==> src/rtl/fe_pkg.sv <==
package fe_pkg;
  localparam int NUM_CH = 2;
  localparam int CH_W = $clog2(NUM_CH);
  localparam int REG_AW = CH_W + 2;

  typedef enum logic [1:0] {
    SZ_BYTE = 2'd0,
    SZ_HALF = 2'd1,
    SZ_WORD = 2'd2
  } memSize_e;

  typedef struct packed {
    logic [NUM_CH-1:0] load;
    logic [NUM_CH-1:0] grant;
    logic [NUM_CH-1:0] step;
  } dpStrobe_t;
endpackage

==> src/rtl/fe_ctrl.sv <==
module fe_ctrl
  import fe_pkg::*;
#(
  parameter int ADDR_W = 16
) (
  input  logic                           clk,
  input  logic                           rstN,
  input  logic                           regWrEn,
  input  logic [REG_AW-1:0]              regAddr,
  input  logic [31:0]                    regWrData,
  output logic [31:0]                    regRdData,
  input  logic                           memReady,
  input  logic [NUM_CH-1:0]              lastBeat,
  output dpStrobe_t                      strobe,
  output logic [NUM_CH-1:0][ADDR_W-1:0]  startAddr,
  output logic [NUM_CH-1:0][ADDR_W-1:0]  endAddr,
  output logic [NUM_CH-1:0][31:0]        fillVal,
  output logic [NUM_CH-1:0]              mode24,
  output logic [NUM_CH-1:0]              mode32,
  output logic                           memValid,
  output logic [NUM_CH-1:0]              irq
);
  logic [NUM_CH-1:0][ADDR_W-1:0] startR, endR;
  logic [NUM_CH-1:0][31:0] valR;
  logic [NUM_CH-1:0] m24R, m32R, busyR, doneR, irqR;
  logic [NUM_CH-1:0] wrHit, trig, runs, gnt, stepNow;
  logic [CH_W-1:0] selCh;
  logic [1:0] selIdx;
  logic taken;

  assign selCh = regAddr[REG_AW-1:2];
  assign selIdx = regAddr[1:0];

  always_comb begin
    taken = 1'b0;
    for (int c = 0; c < NUM_CH; c++) begin
      gnt[c] = busyR[c] && !taken;
      taken = taken | busyR[c];
      stepNow[c] = gnt[c] && memReady;
      wrHit[c] = regWrEn && (selCh == CH_W'(c)) && !busyR[c];
      trig[c] = wrHit[c] && (selIdx == 2'd3) && regWrData[0];
      runs[c] = trig[c] && (startR[c] != '0) && (startR[c] < endR[c]);
    end
  end

  assign strobe.load = runs;
  assign strobe.grant = gnt;
  assign strobe.step = stepNow;
  assign memValid = |busyR;
  assign irq = irqR;
  assign startAddr = startR;
  assign endAddr = endR;
  assign fillVal = valR;
  assign mode24 = m24R;
  assign mode32 = m32R;

  always_ff @(posedge clk) begin
    if (!rstN) begin
      startR <= '0; endR <= '0; valR <= '0;
      m24R <= '0; m32R <= '0; busyR <= '0; doneR <= '0; irqR <= '0;
    end else begin
      for (int c = 0; c < NUM_CH; c++) begin
        irqR[c] <= 1'b0;
        if (wrHit[c]) begin
          case (selIdx)
            2'd0: startR[c] <= regWrData[ADDR_W-1:0];
            2'd1: endR[c] <= regWrData[ADDR_W-1:0];
            2'd2: valR[c] <= regWrData;
            default: begin
              m24R[c] <= regWrData[1];
              m32R[c] <= regWrData[2];
              if (trig[c]) begin
                if (runs[c]) begin
                  busyR[c] <= 1'b1;
                  doneR[c] <= 1'b0;
                end else begin
                  doneR[c] <= 1'b1;
                  irqR[c] <= (startR[c] != '0);
                end
              end
            end
          endcase
        end
        if (stepNow[c] && lastBeat[c]) begin
          busyR[c] <= 1'b0;
          doneR[c] <= 1'b1;
          irqR[c] <= 1'b1;
        end
      end
    end
  end

  always_comb begin
    regRdData = '0;
    case (selIdx)
      2'd0: regRdData[ADDR_W-1:0] = startR[selCh];
      2'd1: regRdData[ADDR_W-1:0] = endR[selCh];
      2'd2: regRdData = valR[selCh];
      default: regRdData[3:0] = {doneR[selCh], m32R[selCh], m24R[selCh], busyR[selCh]};
    endcase
  end

  for (genvar c = 0; c < NUM_CH; c++) begin : g_chk
    // a completion pulse always comes with finished set and busy clear
    a_r7_irq_done: assert property (@(posedge clk) disable iff (!rstN)
      irqR[c] |-> (doneR[c] && !busyR[c]));
    // busy never drops without a pulse
    a_r7_busy_fall: assert property (@(posedge clk) disable iff (!rstN)
      $fell(busyR[c]) |-> irqR[c]);
    // configuration frozen while busy
    a_r10_frozen: assert property (@(posedge clk) disable iff (!rstN)
      busyR[c] |=> ($stable(startR[c]) && $stable(endR[c]) && $stable(valR[c])
                    && $stable(m24R[c]) && $stable(m32R[c])));
    // zero start completes the handshake without running
    a_r8_zero_start: assert property (@(posedge clk) disable iff (!rstN)
      (trig[c] && startR[c] == '0) |=> (doneR[c] && !busyR[c] && !irqR[c]));
  end
endmodule

==> src/rtl/fe_dp.sv <==
module fe_dp
  import fe_pkg::*;
#(
  parameter int ADDR_W = 16
) (
  input  logic                           clk,
  input  logic                           rstN,
  input  dpStrobe_t                      strobe,
  input  logic [NUM_CH-1:0][ADDR_W-1:0]  startAddr,
  input  logic [NUM_CH-1:0][ADDR_W-1:0]  endAddr,
  input  logic [NUM_CH-1:0][31:0]        fillVal,
  input  logic [NUM_CH-1:0]              mode24,
  input  logic [NUM_CH-1:0]              mode32,
  output logic [NUM_CH-1:0]              lastBeat,
  output logic [ADDR_W-1:0]              memAddr,
  output logic [31:0]                    memData,
  output logic [1:0]                     memSize
);
  logic [NUM_CH-1:0][ADDR_W-1:0] beatAddr;
  logic [NUM_CH-1:0][31:0] beatData;
  logic [NUM_CH-1:0][1:0] beatSize;

  for (genvar c = 0; c < NUM_CH; c++) begin : g_ch
    logic [ADDR_W-1:0] ptr;
    logic [1:0] sub;
    logic [2:0] stepBytes;
    logic [ADDR_W:0] nextBase;
    logic lb;
    logic [31:0] bd;
    memSize_e bs;

    always_comb begin
      if (mode24[c]) stepBytes = 3'd3;
      else if (mode32[c]) stepBytes = 3'd4;
      else stepBytes = 3'd2;
      nextBase = {1'b0, ptr} + (ADDR_W+1)'(stepBytes);
      lb = (!mode24[c] || sub == 2'd2) && (nextBase >= {1'b0, endAddr[c]});
      if (mode24[c]) begin
        bd = {24'd0, fillVal[c][{sub, 3'b000} +: 8]};
        bs = SZ_BYTE;
      end else if (mode32[c]) begin
        bd = fillVal[c];
        bs = SZ_WORD;
      end else begin
        bd = {16'd0, fillVal[c][15:0]};
        bs = SZ_HALF;
      end
    end

    assign lastBeat[c] = lb;
    assign beatAddr[c] = ptr + ADDR_W'(sub);
    assign beatData[c] = bd;
    assign beatSize[c] = bs;

    always_ff @(posedge clk) begin
      if (!rstN) begin
        ptr <= '0;
        sub <= '0;
      end else if (strobe.load[c]) begin
        ptr <= startAddr[c];
        sub <= '0;
      end else if (strobe.step[c]) begin
        if (mode24[c] && sub != 2'd2) begin
          sub <= sub + 2'd1;
        end else begin
          ptr <= nextBase[ADDR_W-1:0];
          sub <= '0;
        end
      end
    end

    // the write pointer of a granted channel stays inside [start, end)
    a_r3_in_range: assert property (@(posedge clk) disable iff (!rstN)
      strobe.grant[c] |-> (ptr >= startAddr[c] && ptr < endAddr[c]));
    // byte index of the 3-byte step never reaches 3
    a_r5_sub_range: assert property (@(posedge clk) disable iff (!rstN)
      sub != 2'd3);
  end

  always_comb begin
    memAddr = '0;
    memData = '0;
    memSize = '0;
    for (int c = 0; c < NUM_CH; c++) begin
      if (strobe.grant[c]) begin
        memAddr = memAddr | beatAddr[c];
        memData = memData | beatData[c];
        memSize = memSize | beatSize[c];
      end
    end
  end

  // a stalled request is held while the same channel keeps the port
  a_r6_hold: assert property (@(posedge clk) disable iff (!rstN)
    ((|strobe.grant) && !(|strobe.step)) |=>
      ((strobe.grant != $past(strobe.grant)) ||
       (memAddr == $past(memAddr) && memData == $past(memData) && memSize == $past(memSize))));
endmodule

==> src/rtl/dual_fill_engine.sv <==
module dual_fill_engine
  import fe_pkg::*;
#(
  parameter int ADDR_W = 16
) (
  input  logic              clk,
  input  logic              rstN,
  input  logic              regWrEn,
  input  logic [2:0]        regAddr,
  input  logic [31:0]       regWrData,
  output logic [31:0]       regRdData,
  output logic              memValid,
  output logic [ADDR_W-1:0] memAddr,
  output logic [31:0]       memData,
  output logic [1:0]        memSize,
  input  logic              memReady,
  output logic [1:0]        irq
);
  dpStrobe_t strobe;
  logic [NUM_CH-1:0][ADDR_W-1:0] startAddr, endAddr;
  logic [NUM_CH-1:0][31:0] fillVal;
  logic [NUM_CH-1:0] mode24, mode32, lastBeat;

  fe_ctrl #(.ADDR_W(ADDR_W)) u_ctrl (
    .clk(clk), .rstN(rstN), .regWrEn(regWrEn), .regAddr(regAddr),
    .regWrData(regWrData), .regRdData(regRdData), .memReady(memReady),
    .lastBeat(lastBeat), .strobe(strobe), .startAddr(startAddr),
    .endAddr(endAddr), .fillVal(fillVal), .mode24(mode24), .mode32(mode32),
    .memValid(memValid), .irq(irq)
  );

  fe_dp #(.ADDR_W(ADDR_W)) u_dp (
    .clk(clk), .rstN(rstN), .strobe(strobe), .startAddr(startAddr),
    .endAddr(endAddr), .fillVal(fillVal), .mode24(mode24), .mode32(mode32),
    .lastBeat(lastBeat), .memAddr(memAddr), .memData(memData), .memSize(memSize)
  );
endmodule

==> config.mk <==
export PLATFORM = sky130hd
export DESIGN_NAME = dual_fill_engine
export DESIGN_NICKNAME = d
export VERILOG_FILES = /design/src/rtl/fe_pkg.sv /design/src/rtl/fe_ctrl.sv /design/src/rtl/fe_dp.sv /design/src/rtl/dual_fill_engine.sv
export SDC_FILE = /design/constraint.sdc
export NUM_CORES = 1
export LEC_CHECK = 0
export ABC_AREA = 1
export BUFFER_PORTS_ARGS = -buffer_cell sky130_fd_sc_hd__buf_2
export CORE_ASPECT_RATIO = 0.8
export CORE_MARGIN = 3
export CORE_UTILIZATION = 54
export DETAILED_ROUTE_END_ITERATION = 6
export PLACE_DENSITY = 0.77
export SYNTH_ARGS = -nofsm -noshare
export SYNTH_HDL_FRONTEND = slang
export SYNTH_SLANG_ARGS = --single-unit
==> constraint.sdc <==
create_clock -name clk -period 3.2 [get_ports clk]
set_input_delay 0.64 -clock clk [delete_from_list [all_inputs] [get_ports clk]]
set_output_delay 0.64 -clock clk [all_outputs]
set_load 0.03 [all_outputs]
==> results_dict.tcl, run 1 <==
set metrics [dict create \
    start_kind "flip-flop" \
    skew_ns 0.0138 \
    cts.sink_count 174 \
    grt_usage 0.365 \
    grt_pass1_vias 11400 \
    finalWirelength_um 43600 \
    swShare 0.324 \
    place_inst 2124 \
    powerDensity_nw_per_um2 399 \
    stdcell_area_sq_um 13400 \
    fin_crit_ns 3.08 \
    grtUsageMet2 0.520 \
    drtPass1Iterations 7 \
    hp-class "primary input to flip-flop" \
    synth-edff-count 0 \
    ir_drop_uv 362 \
    rsz0062_at_grt "yes" \
    place_ws_ns 0.0590 \
    area_growth_pct 16.3 \
    synth_area_leader_cell "dfxtp_1" \
    drv_cap 0 \
    setup_violations 0 \
    fp.dieArea_sq_um 23100 \
    grt_pass1_wl_um 65000 \
    yosys.area.top_type_share 0.303 \
    clock_tree.root_cell "clkbuf_16" \
    synth_top_flop_cell "dfxtp_1" \
    r2r_start "u_ctrl.mode24[1]$_SDFFE_PN0P_" \
    power_frac_seq 0.428 \
    ys_ff_latch 174 \
    die_h_um 137 \
    cp_data_required_time_ns 2.56 \
    tightest_slew_ns 1.14 \
    cts_made_buffers 17 \
    fin_crit_sh 0.961 \
    relSlewSlack 0.240 \
    nets 1996 \
    via_count 13000 \
    core-area_sq_um 20800 \
    synth_area_sq_um 11500 \
    vias_per_cell 6.00 \
    p_int_mw 3.61 \
    initialDrtViolationCount 1789 \
    clock.fmax_ghz 0.325 \
    worstPathArrival_ns 2.44 \
    yosys-top-cells-area "dfxtp_1, o21ai_0, a21oi_1" \
    startpoint "u_dp.g_ch[1].sub[0]$_SDFFE_PP0P_" \
    synth.distinct_cells 42 \
    path_class "flip-flop to output port" \
    clk_latency_ns 0.45 \
    drc 0 \
    rows 47 \
    clockPowerShare 0.427 \
    postSynthAreaPerCell_sq_um 6.48 \
    synthArstFlopShare 0 \
    synth_fp_nets 1891 \
    wire_per_inst_um 20.2 \
    holdWs_ns 0.421 \
    grt_max_degree 134 \
    maxSlewViolCount 0 \
    synth_cells 1774 \
    diodes 0 \
    seq_area_frac_synth 0.303 \
    p_sw_mw 1.73 \
    busiest_layer "met1" \
    yosysWarnings 0 \
    ant_nets 0 \
    clk_pin_slew_ns 0.08 \
    pin_count 124 \
    cts_tree "yes" \
    grtUsageMet3 0.131 \
    grtUsageMet1 0.524 \
    fin_cells 2161 \
    drive_above_1_share 0.150 \
    htree_num_levels 4 \
    worstHoldStart "regWrData[18]" \
    start_util 0.552 \
    outcome "complete, no violations" \
    grt_overflow 0 \
    die_x_um 169 \
    place_area_sq_um 12500 \
    p_leak_nw 5.91 \
    gp_congestion 1.03 \
    hpwl_um 33100 \
    fin_util 0.642 \
    ctsLongestPathBuffers 2 \
    finalWorstSetupSlack_ns 0.124 \
    end_kind "output port" \
    port_buffers 123 \
    crit_fanout 3 \
    pwr-share-comb 0.144 \
    antenna_found_initial 0 \
    hold_violations 0 \
    synth_common_cells "nand2_1, o21ai_0, nor2_1" \
]
-- placed cells by master, fill, tap and decap left out, drive strengths merged, types with 4 or more instances in the layout --
| cell type | count |
|---|---|
| nand4 | 43 |
| o31ai | 10 |
| o211ai | 5 |
| clkbuf | 17 |
| nand2 | 257 |
| o32ai | 9 |
| nor2 | 234 |
| a221oi | 10 |
| o21ai | 264 |
| ha | 74 |
| inv | 222 |
| and2 | 12 |
| nor3 | 14 |
| nand3 | 95 |
| dfxtp | 174 |
| or2 | 7 |
| clkinv | 9 |
| a21oi | 221 |
| buf | 174 |
| fa | 4 |
| xor2 | 14 |
-- power by group through the flow --
stage               logic [mW]  clock network (mW)  registers, mW
global route             0.846                2.37           2.29
detailed placement       0.729                   0           2.33
global placement         0.716                   0           2.33
CTS                      0.737                2.28           2.28
finish                   0.771                2.28           2.29
floorplan                0.487                   0           2.31
-- stage by stage --
| stage | TNS, ns | power (mW) |
|---|---|---|
| 2_1_floorplan | 0 | 2.79 |
| 3_3_place_gp | 0 | 3.05 |
| 3_5_place_dp | 0 | 3.06 |
| 4_1_cts | 0 | 5.29 |
| 5_1_grt | -0.178 | 5.51 |
| 6_report | 0 | 5.34 |
-- worst max-delay path, cell delays in order (launching register included) --
cell     delay, ns
dfxtp_2       0.36
ha_1          0.18
inv_1         0.06
fa_1          0.37
inv_2         0.08
nand3_2       0.11
nor2_4        0.15
inv_1         0.06
nor2_1        0.11
xor2_1        0.20
a32o_1        0.15
buf_4         0.16
-- metal layers --
layer  routed length (um)  part of all wire
met1                19000              0.44
met2                17900              0.41
met4                  947             0.022
met3                 5790              0.13
met5                    0                 0
-- state kept, by name, summed over array words and instances, names as in the netlist --
register and count:
u_ctrl.busyR 2, u_ctrl.doneR 2, u_ctrl.endAddr 32, u_ctrl.fillVal 64, u_ctrl.irq 2, u_ctrl.mode24 2, u_ctrl.mode32 2, u_ctrl.startAddr 32
u_dp.g_ch.ptr 32, u_dp.g_ch.sub 4
-- layout make-up --
cell class                      instances  area (sq um)
Tap cell                              269           337
Multi-Input combinational cell       1295          7040
Timing Repair Buffer                  174          1020
Fill cell                            1961          7450
Clock buffer                           17           425
Sequential cell                       174          3500
Inverter                              217           815
Clock inverter                         15           225
-- logic make-up (layout without fill, tap and decap cells) --
logic type	Yosys count	count (layout)	synth area share
xor gates and xnor gates	16	16	0.0122
and+or+nand+nor	664	664	0.246
adders and majority gates	78	78	0.0875
DFF	174	174	0.303
AOI/OAI and AO/OA	537	537	0.250
buffers and inverters	305	423	0.102
-- final timing paths --
check,end,slack [ns],cells past startpoint
worst min-delay path,u_ctrl.fillVal[50]$_SDFFE_PN0P_,0.42,3
worst max register to register,u_ctrl.busyR[1]$_SDFFE_PP0P_,0.20,20
worst max-delay path,memAddr[8],0.12,11
worst min register to register,u_ctrl.fillVal[44]$_SDFFE_PN0P_,0.50,2
-- timing repair --
action | in CTS | in global routing
buffers inserted | 0 | 5
hold buffers | 0 | 0
pin swaps | 0 | 16
endpoints found under the setup margin | 3 | 14
gates resized for setup | 4 | 63
Note: power is estimated with default switching activity, not from simulation.
==> inputs of run 2 (changes only) <==
- CORE_UTILIZATION: 54 -> 24
- PLACE_DENSITY: 0.77 -> default
==> run 2 against run 1 <==
Core utilization fell by 35 points. Count of clock-buffer cells in the layout did not move. Final cell count rose by 16%. Cell area rose by 2.8%. Clock power fell by 5%. Power fell by 2.1%. Critical path type unchanged.
==> results_dict.tcl, run 2 (synthesis results as in run 1) <==
set metrics [dict create \
    setup_violations 0 \
    finalWirelength_um 47700 \
    die_h_um 202 \
    clock.fmax_ghz 0.318 \
    end_kind "output port" \
    r2r_slack_ns 0.26 \
    clock_tree.root_cell "clkbuf_16" \
    route.met2.wl_um 20800 \
    hpwl_um 37100 \
    cp_data_required_time_ns 2.56 \
    holdWs_ns 0.420 \
    largest_register_ffs 64 \
    die_x_um 251 \
    gp_congestion 0.949 \
    wire_per_inst_um 19.0 \
    holdBufCountCts 0 \
    htree_num_levels 4 \
    rows 71 \
    hp-class "primary input to flip-flop" \
    maxSlewViolCount 0 \
    cts_tree "yes" \
    r2r_start "u_ctrl.mode24[1]$_SDFFE_PN0P_" \
    grt_usage 0.184 \
    core-area_sq_um 47200 \
    via_count 12800 \
    clk_latency_ns 0.45 \
    tightest_slew_ns 1.23 \
    grt_max_degree 67 \
    nets 1996 \
    final_common_cell "nand2_1" \
    wl_met3_um 4840 \
    hold_violations 0 \
    path_class "flip-flop to output port" \
    worstHoldStart "regWrData[17]" \
    ctsLongestPathBuffers 2 \
    highest_layer "met5" \
    p_leak_nw 5.89 \
    ff2ff_path_depth 20 \
    outcome "complete, no violations" \
    skew_ns 0.0122 \
    area_growth_pct 19.5 \
    min_delay_worst_endpoint "u_ctrl.fillVal[49]$_SDFFE_PN0P_" \
    vias_per_cell 5.09 \
    slowest_delay_ns 0.40 \
    drtPass1Iterations 6 \
    place_inst 2477 \
    fin_crit_sh 0.982 \
    clk_pin_slew_ns 0.08 \
    antenna_found_initial 1 \
    fin_cells 2512 \
    pin_count 124 \
    start_util 0.244 \
    initialDrtViolationCount 1469 \
    cts.sink_count 174 \
    grt_pass1_vias 11900 \
    crit_slowest_cell "fa_1" \
    ir_drop_uv 325 \
    met1Wirelength_um 20800 \
    fp.dieArea_sq_um 50600 \
    start_kind "flip-flop" \
    final_cell_mix "nand2_1, o21ai_0, a21oi_1" \
    fin_crit_ns 3.14 \
    powerDensity_nw_per_um2 380 \
    cp_common_cell "o21ai_0" \
    diodes 0 \
    grt_pass1_wl_um 71500 \
    crit_fanout 5 \
    grt_overflow 0 \
    cts_made_buffers 17 \
    worstPathArrival_ns 2.50 \
    drc 0 \
    worstReg2RegEnd "u_ctrl.doneR[1]$_SDFFE_PN0P_" \
    ant_nets 0 \
    drive_above_1_share 0.151 \
    relSlewSlack 0.179 \
    crit_chain "ha_2, fa_1, nand2_1, nor2_4, buf_4, o21ai_0, o21ai_0, buf_2" \
    whs_path_depth 3 \
    drv_cap 0 \
    port_buffers 123 \
]
run 2: cell count changes in the layout (fill, tap and decap cells not counted), moves of 4 or more:
cell | before | now
inv_8 | 2 | 6
nand3_1 | 85 | 89
nor2_1 | 217 | 212
clkinv_8 | 6 | 2
nand3_2 | 10 | 5
inv_6 | 2 | 6
run 2: how the worst max path moves through the flow:
| stage | from | end | slack (ns) |
|---|---|---|---|
| after CTS | u_dp.g_ch[1].sub[0]$_SDFFE_PP0P_ | memAddr[8] | -0.04 |
| final | u_dp.g_ch[0].sub[0]$_SDFFE_PP0P_ | memAddr[4] | 0.06 |
| after floorplan | u_ctrl.mode24[1]$_SDFFE_PN0P_ | u_ctrl.doneR[1]$_SDFFE_PN0P_ | 0.02 |
| after detailed placement | regAddr[1] | regRdData[2] | 0.11 |
| after global placement | regAddr[1] | regRdData[2] | 0.13 |
| after global routing | u_dp.g_ch[1].ptr[0]$_SDFFE_PN0P_ | memAddr[12] | -0.003 |
run 2: metrics by stage:
stage / TNS, ns / total power [mW] / utilization / area (sq um) / setup WS, ns
global route: -0.00260 / 5.42 / 0.291 / 13700 / -0.00260
detailed placement: 0 / 3.09 / 0.274 / 12900 / 0.110
finish: 0 / 5.23 / 0.291 / 13700 / 0.0588
CTS: -0.0369 / 5.21 / 0.286 / 13500 / -0.0369
floorplan: 0 / 2.79 / - / 11500 / 0.0236
global placement: 0 / 3.08 / 0.274 / 12900 / 0.128
run 2: where the power goes:
group / total [mW] / internal [mW] / switching (mW) / leakage [nW]
Combinational: 0.789 / 0.225 / 0.564 / 4.18
Clock: 2.16 / 1.06 / 1.10 / 0.291
Sequential: 2.28 / 2.22 / 0.0572 / 1.42
Total: 5.23 / 3.51 / 1.72 / 5.89
run 2: cell type report:
cell class                      instances  area (sq um)
Fill cell                            5176         33400
Multi-Input combinational cell       1295          7040
Sequential cell                       174          3500
Timing Repair Buffer                  174          1020
Inverter                              217           818
Tap cell                              620           776
Clock buffer                           17           425
Clock inverter                         15           161
run 2: routing by layer:
layer,up-vias,global-route usage
met5,-,0
met4,2,0.0562
met3,69,0.0464
met2,618,0.281
met1,5942,0.254
li1,6161,-
run 2: what timing repair did:
item | CTS | global route
buffers inserted | 0 | 3
endpoints found under the hold margin | 0 | 0
setup endpoints to repair | 7 | 21
resized for setup | 7 | 64
pin swaps | 0 | 10
run 2: critical path, delay by kind of cell (launching register included):
kind	cells	cell delay (ns)
buf+inv	2	0.37
simple gates	2	0.21
flops	1	0.34
fa+ha+maj	2	0.61
compound gates	2	0.52
